`src/rtl/mbus_pkg.sv`:
```
package mbus_pkg;
  localparam int AD_W   = 8;
  localparam int ADDR_W = 7;

  typedef struct packed {
    logic            as;
    logic            ds;
    logic            rw;
    logic            ce_n;
    logic [AD_W-1:0] ad;
  } bus_smp_t;

  // read phase active for the selected strobe convention
  function automatic logic rd_level(input logic moto, input logic ds, input logic rw);
    return moto ? (ds & rw) : ~ds;
  endfunction

  // write phase active for the selected strobe convention
  function automatic logic wr_level(input logic moto, input logic ds, input logic rw);
    return moto ? (ds & ~rw) : ~rw;
  endfunction
endpackage

```
`src/rtl/mbus_sampler.sv`:
```
module mbus_sampler
  import mbus_pkg::*;
(
  input  logic     clk,
  input  logic     rst_n,
  input  bus_smp_t cur,
  output bus_smp_t prv
);
  always_ff @(posedge clk or negedge rst_n) begin
    if (!rst_n) begin
      prv.as   <= 1'b0;
      prv.ds   <= 1'b1;
      prv.rw   <= 1'b1;
      prv.ce_n <= 1'b1;
      prv.ad   <= '0;
    end else begin
      prv <= cur;
    end
  end
endmodule

```
`src/rtl/mbus_holdoff.sv`:
```
module mbus_holdoff #(
  parameter int HOLD_CYC = 1000
) (
  input  logic clk,
  input  logic rst_n,
  input  logic pwr_good,
  output logic ready
);
  localparam int CW = $clog2(HOLD_CYC + 1);
  localparam logic [CW-1:0] LIMIT = CW'(HOLD_CYC);

  logic [CW-1:0] cnt;

  always_ff @(posedge clk or negedge rst_n) begin
    if (!rst_n)              cnt <= '0;
    else if (!pwr_good)      cnt <= '0;
    else if (cnt != LIMIT)   cnt <= cnt + 1'b1;
  end

  assign ready = pwr_good && (cnt == LIMIT);

  AST_READY_NEEDS_SUPPLY: assert property (@(posedge clk) disable iff (!rst_n)
    $rose(ready) |-> $past(pwr_good)) else $error("ready rose without supply");
endmodule

```
`src/rtl/mbus_strobe.sv`:
```
module mbus_strobe
  import mbus_pkg::*;
(
  input  logic     moto,
  input  bus_smp_t cur,
  input  bus_smp_t prv,
  output logic     rd_act,
  output logic     wr_end,
  output logic     as_fall
);
  logic wr_now, wr_was;

  assign rd_act  = rd_level(moto, cur.ds, cur.rw) & ~cur.ce_n;
  assign wr_now  = wr_level(moto, cur.ds, cur.rw);
  assign wr_was  = wr_level(moto, prv.ds, prv.rw);
  assign wr_end  = wr_was & ~wr_now & ~prv.ce_n;
  assign as_fall = prv.as & ~cur.as;
endmodule

```
`src/rtl/mbus_slave.sv`:
```
module mbus_slave
  import mbus_pkg::*;
#(
  parameter int HOLD_CYC = 1000
) (
  input  logic              clk,
  input  logic              rst_n,
  input  logic              mode_moto,
  input  logic              pwr_good,
  input  logic              bus_rst_n,
  input  logic              ce_n,
  input  logic              as,
  input  logic              ds,
  input  logic              rw,
  input  logic [AD_W-1:0]   ad_in,
  output logic [AD_W-1:0]   ad_out,
  output logic              ad_oe,
  output logic [ADDR_W-1:0] mem_addr,
  output logic [AD_W-1:0]   mem_wdata,
  output logic              mem_we,
  input  logic [AD_W-1:0]   mem_rdata
);
  bus_smp_t cur, prv;
  logic     rd_act, wr_end, as_fall, ready, access_ok;

  assign cur = '{as: as, ds: ds, rw: rw, ce_n: ce_n, ad: ad_in};

  mbus_sampler u_smp (.clk(clk), .rst_n(rst_n), .cur(cur), .prv(prv));

  mbus_holdoff #(.HOLD_CYC(HOLD_CYC)) u_hold (
    .clk(clk), .rst_n(rst_n), .pwr_good(pwr_good), .ready(ready));

  mbus_strobe u_stb (
    .moto(mode_moto), .cur(cur), .prv(prv),
    .rd_act(rd_act), .wr_end(wr_end), .as_fall(as_fall));

  assign access_ok = ready & bus_rst_n;

  always_ff @(posedge clk or negedge rst_n) begin
    if (!rst_n) begin
      mem_addr  <= '0;
      mem_wdata <= '0;
      mem_we    <= 1'b0;
      ad_oe     <= 1'b0;
      ad_out    <= '0;
    end else begin
      if (as_fall) mem_addr <= cur.ad[ADDR_W-1:0];
      mem_we <= wr_end & access_ok;
      if (wr_end & access_ok) mem_wdata <= prv.ad;
      ad_oe  <= rd_act & access_ok;
      ad_out <= mem_rdata;
    end
  end

  AST_ADDR_HOLD: assert property (@(posedge clk) disable iff (!rst_n)
    !as_fall |=> $stable(mem_addr)) else $error("address moved without strobe");
  AST_CE_GATES_READ: assert property (@(posedge clk) disable iff (!rst_n)
    ce_n |=> !ad_oe) else $error("bus driven while deselected");
  AST_WE_ONE_CYCLE: assert property (@(posedge clk) disable iff (!rst_n)
    mem_we |=> !mem_we) else $error("write enable longer than one cycle");
  AST_PWR_BLOCK: assert property (@(posedge clk) disable iff (!rst_n)
    !pwr_good |=> (!mem_we && !ad_oe)) else $error("access during supply fail");
  AST_RST_BLOCK: assert property (@(posedge clk) disable iff (!rst_n)
    !bus_rst_n |=> (!mem_we && !ad_oe)) else $error("access during device reset");
endmodule

```
`config.mk`:
```
export PLATFORM = sky130hd
export DESIGN_NAME = mbus_slave
export DESIGN_NICKNAME = d
export VERILOG_FILES = /design/src/rtl/mbus_pkg.sv /design/src/rtl/mbus_sampler.sv /design/src/rtl/mbus_holdoff.sv /design/src/rtl/mbus_strobe.sv /design/src/rtl/mbus_slave.sv
export SDC_FILE = /design/constraint.sdc
export NUM_CORES = 1
export LEC_CHECK = 0
export BUFFER_PORTS_ARGS = -buffer_cell sky130_fd_sc_hd__buf_2
export CORE_MARGIN = 3
export CORE_UTILIZATION = 45
export CTS_CLUSTER_DIAMETER = 40
export DETAILED_ROUTE_END_ITERATION = 16
export PLACE_DENSITY_LB_ADDON = 0.3
export SLEW_MARGIN = 25
export SYNTH_ARGS = -nofsm -noshare
export SYNTH_HDL_FRONTEND = slang
export SYNTH_HIERARCHICAL = 1
export SYNTH_SLANG_ARGS = --single-unit
export TNS_END_PERCENT = 30
```
`constraint.sdc`:
```
create_clock -name clk -period 3.5 [get_ports clk]
set_input_delay 1.05 -clock clk [delete_from_list [all_inputs] [get_ports clk]]
set_output_delay 1.05 -clock clk [all_outputs]
set_load 0.05 [all_outputs]
```
## After elaboration in Yosys (flattened, before gate mapping)

Index checks and enable logic that the tools add are counted.

- Register bits after elaboration: 47
- Input bits: 25
- Logic and storage cells: 38

- Add/subtract/negate cells: 1
- Equal/unequal tests: 3
- Muxes and demuxes: 5
- Bitwise operators: 17
- Reduce and logical (&&, ||, !) cells: 1

Operators by type and width:

| kind | count |
|---|---|
| $mux W10 | 2 |
| $add A10 B1 Y10 const B | 1 |
| $and A1 B1 Y1 | 10 |
| $eq A10 B10 Y1 const B | 1 |
| $ne A10 B10 Y1 const B | 1 |
| $not A1 Y1 | 7 |
| $mux W1 | 3 |
| $ne A2 B1 Y1 const B | 1 |
| $logic_and A1 B1 Y1 | 1 |

## Depth between registers and ports, before layout

- Depth after elaboration: 7
- Mapped depth: 6
- Depth with buffers taken out: 6

## Hierarchy

Netlist, hierarchy kept.

By module, submodules not included:

| module | instances | cells each | area an instance (um2) | sequential area each (um2) |
|---|---|---|---|---|
| mbus_slave | 1 | 44 | 828.3 | 625.6 |
| mbus_holdoff | 1 | 57 | 561.8 | 250.2 |
| mbus_sampler | 1 | 12 | 304.0 | 304.0 |
| mbus_strobe | 1 | 8 | 47.5 | 0.0 |

## Worst setup path before layout

Ideal clock, no wire load.

- Path kind: input to register
- Start point: input pwr_good
- End point: register mem_wdata[0]
- Setup time: 125 ps
- Arrival: 2,405 ps
- Data required time: 3,375 ps
- Slack: 971 ps
- Stages: 5
- Buffers on the path: 1
- Cell sequence: clkbuf_1 -> inv_1 -> nor4_1 -> nand3_4 -> mux2_2

- Word-level cells in the longest chain between the ends: 3

RTL lines:

| element | line | RTL |
|---|---|---|
| start, declared | mbus_slave.sv:9 | `input logic pwr_good,` |
| $logic_and A1 B1 Y1 | mbus_holdoff.sv:20 | `assign ready = pwr_good && (cnt == LIMIT);` |
| net ready | mbus_slave.sv:24 | `logic rd_act, wr_end, as_fall, ready, access_ok;` |
| $and A1 B1 Y1 | mbus_slave.sv:37 | `assign access_ok = ready & bus_rst_n;` |
| $and A1 B1 Y1 | mbus_slave.sv:49 | `if (wr_end & access_ok) mem_wdata <= prv.ad;` |
| end signal, assigned | mbus_slave.sv:49 |  |
| end, declared | mbus_slave.sv:19 | `output logic [AD_W-1:0] mem_wdata,` |

The timed path passes the listed nets, and every way through them passes these cells.
A chain may end at the register's enable or synchronous reset.

## Worst setup path after layout

Ends and elaborated chain as after synthesis.

==> run metrics <==
fmax 0.4371 GHz; detailed-route wire length 3.266 mm; Seq/Total Area, Yosys 67.74%; Initial Utilization 49.47%; worst skew pair latency 0.29 ns; # diodes 0; area leader, netlist dfrtp_1; top-count cell post-synth dfrtp_1; Pwr per Cell Area just under 500 mW/mm^2; number of gates given a new drive strength after cts 0; Netlist Area Pre-Place 0.001742 sq mm; # Post-CTS Setup Buffers 0; PortBufs 49; Clock power frac 30.3%; Worst Reg2Reg Path Length in Cells 4; internal power 0.0007471 W; Synth Register Bits 47; net count after synthesis 148; final period utilization 65.36%; die area between 0.004 and 0.005 sq mm; xor/xnor share of the synthesized area 1.006%; Die H 68.21 microns; DRC 0; GR Overflow Total 0; fin crit period 2.288 ns; maxcap violations 0; TritonCTS clock tree yes; Top Ports 50; Clock Tree Root clkbuf_8; Placeable Area between 0.003 and 0.004 sq mm; Via density 4.995; final setup vio count 0; Crit path required time approximately 3.7 ns; Hold Path Stages 1; first-pass GRT wire length roughly 5.3 mm; CP max stage cell nor4_1; status complete, no violations; drt first pass iters 4; Reg2Reg Setup Slack 1.38 ns; Layout area overhead 21.91%; Slew HR 59.46%; P_leak 1.068 nW; Seq pwr share between 50% and 60%; Routed Antenna Nets 0; worst-path fanout max 9; CP endpoint kind flop; EDFF count, synth 0; initial antenna violation count 0; RSZ-0062 raised after global routing no; Cells after Synth 121; CTS Sinks 47; WHS Endpoint mem_wdata[1]$_DFFE_PN0P_; CP Class primary input to flop; largest family of logic cells by synthesized area simple AND/OR/NAND/NOR gates; pin count of the biggest net entering global routing 48; Yosys warning total 6; Combinational Power Share 13.1%; Syn Area/Cell 14.39 sq um; Final #Nets 202; Hold Crit Start u_smp/prv[1]$_DFF_PN0_; Worst-path clk slew 0.09 ns; Die X 68.21 microns; wire per inst 14.71 microns; 1st-iter DRT viols 33; crit path DAT 2.47 ns; GP Congestion just over 0.8; Global Route Usage Sum 15.77%; Reg-to-Reg End mem_wdata[0]$_DFFE_PN0P_; CP cell instances buf_2, inv_1, nor4_1, nand3_4, mux2_2; multiplexer area fraction after synthesis 11.42%; Yosys top cell area share roughly 63%; Place WS 0.8889 ns; ranking of synthesized cells by instance count dfrtp_1, mux2_2, nand2_1; ys flop type dfrtp_1; CTS Hold Bufs 0; Max VDD drop 0.3469 mV; NetSw 0.0002805 W; share of cells above drive strength 1 45.45%; Final WS setup approximately 1.2 ns; worst slew pin tran 0.6068 ns; Min-Delay Path Class flop to flop; cts bufs inserted 5; setup TNS 0 ns; Clock Skews between 0.006 and 0.007 ns; Worst Setup Start Kind primary input; compound-gate portion of the synthesized area 3.807%; Core Rows 21; top post-synthesis cells by area dfrtp_1, mux2_2, dfstp_2; Switching Share 27.30%; Synth Area in Adders 1.437%; H-tree Lvls 2; hpwl dp 2.472 mm; clk buf depth 2; Synth async-reset ratio 100.0%; vias in the first global route around 1200; Synth cell types 32; worst r2r src u_hold/cnt[2]$_DFFE_PN0P_; Slew Limit Fails 0; Fin. Hold Viols 0; via count roughly 1100; Simple-Gate Fraction of Synth Area roughly an eighth; crit-path max cell delay 0.55 ns
[through the flow]
step                      util [%]  total power (W)  std cells  instance area, sq um  hold slack (ns)
final                        60.31         0.001028        222                  2123           0.4848
after global routing         60.31         0.001070        222                  2123           0.5054
after CTS                    60.23         0.001041        222                  2121           0.4888
after detailed placement     57.82        0.0007287        214                  2036           0.4653
after global placement       57.82        0.0007232        214                  2036           0.4630
after floorplan                  -        0.0006771        121                  1742           0.4555
[flip-flops by register name, summed over array words and instances, names as in the netlist]
register,count
u_hold/cnt,10
mem_wdata,8
u_smp/prv,12
mem_we,1
ad_out,8
ad_oe,1
mem_addr,7
[placed cells by master, fill, tap and decap left out, types with 2 or more instances in the layout]
master and n:
buf_2 48, dfrtp_1 44, mux2_2 15, nand2_1 7
inv_1 6, clkbuf_8 5, a21oi_1 5, nand3_1 4
nor2_1 3, o21ai_0 3, mux2i_1 3, dfstp_2 3
nand3b_1 2, nand4_1 2, o31ai_1 2, or4_1 2
ha_1 2, nor2b_1 2
[cell type report]
| type | count | area, sq um |
|---|---|---|
| fill | 295 | 1398 |
| sequential | 47 | 1180 |
| multi-input combinational | 66 | 530.5 |
| timing repair buffer | 49 | 247.7 |
| clock buffer | 6 | 72.57 |
| tap | 46 | 57.56 |
| inverter | 6 | 22.52 |
| clock inverter | 2 | 12.51 |
[cells by family after synthesis]
group / count (synthesis)
compound gates: 11
xor+xnor: 2
fa+ha+maj: 2
buf+inv: 8
flops: 47
mux: 18
simple gates: 33
[power by group through the flow]
stage	clock network (W)	registers (W)	logic, W
after global placement	0	0.000592	0.000132
after CTS	0.000323	0.000582	0.000136
after detailed placement	0	0.000593	0.000136
final	0.000311	0.000582	0.000134
after floorplan	0	0.000652	0.0000251
after global routing	0.000340	0.000585	0.000144
[worst max path at each step]
stage	startpoint	depth (start not counted)	endpoint	slack, ns
floorplan	pwr_good	5	mem_wdata[0]$_DFFE_PN0P_	0.97
finish	pwr_good	5	mem_wdata[0]$_DFFE_PN0P_	1.21
global placement	pwr_good	5	mem_wdata[3]$_DFFE_PN0P_	0.99
global route	pwr_good	5	mem_wdata[5]$_DFFE_PN0P_	1.11
detailed placement	pwr_good	5	mem_wdata[0]$_DFFE_PN0P_	0.89
CTS	pwr_good	5	mem_wdata[0]$_DFFE_PN0P_	1.21
[per-layer routing]
layer  vias up  track usage [%]  wire, microns
met3         4            6.240            251
met2        34            26.71           1702
li1        529                -              -
met4         0            4.467             12
met1       542            18.52           1300
met5         -                0              0
[worst max-delay path: cells and delay by family]
family	cells	cell delay, ns
muxes	1	0.33
buffers and inverters	2	0.29
and+or+nand+nor	2	0.79
Note: power is estimated with default switching activity, not from simulation.
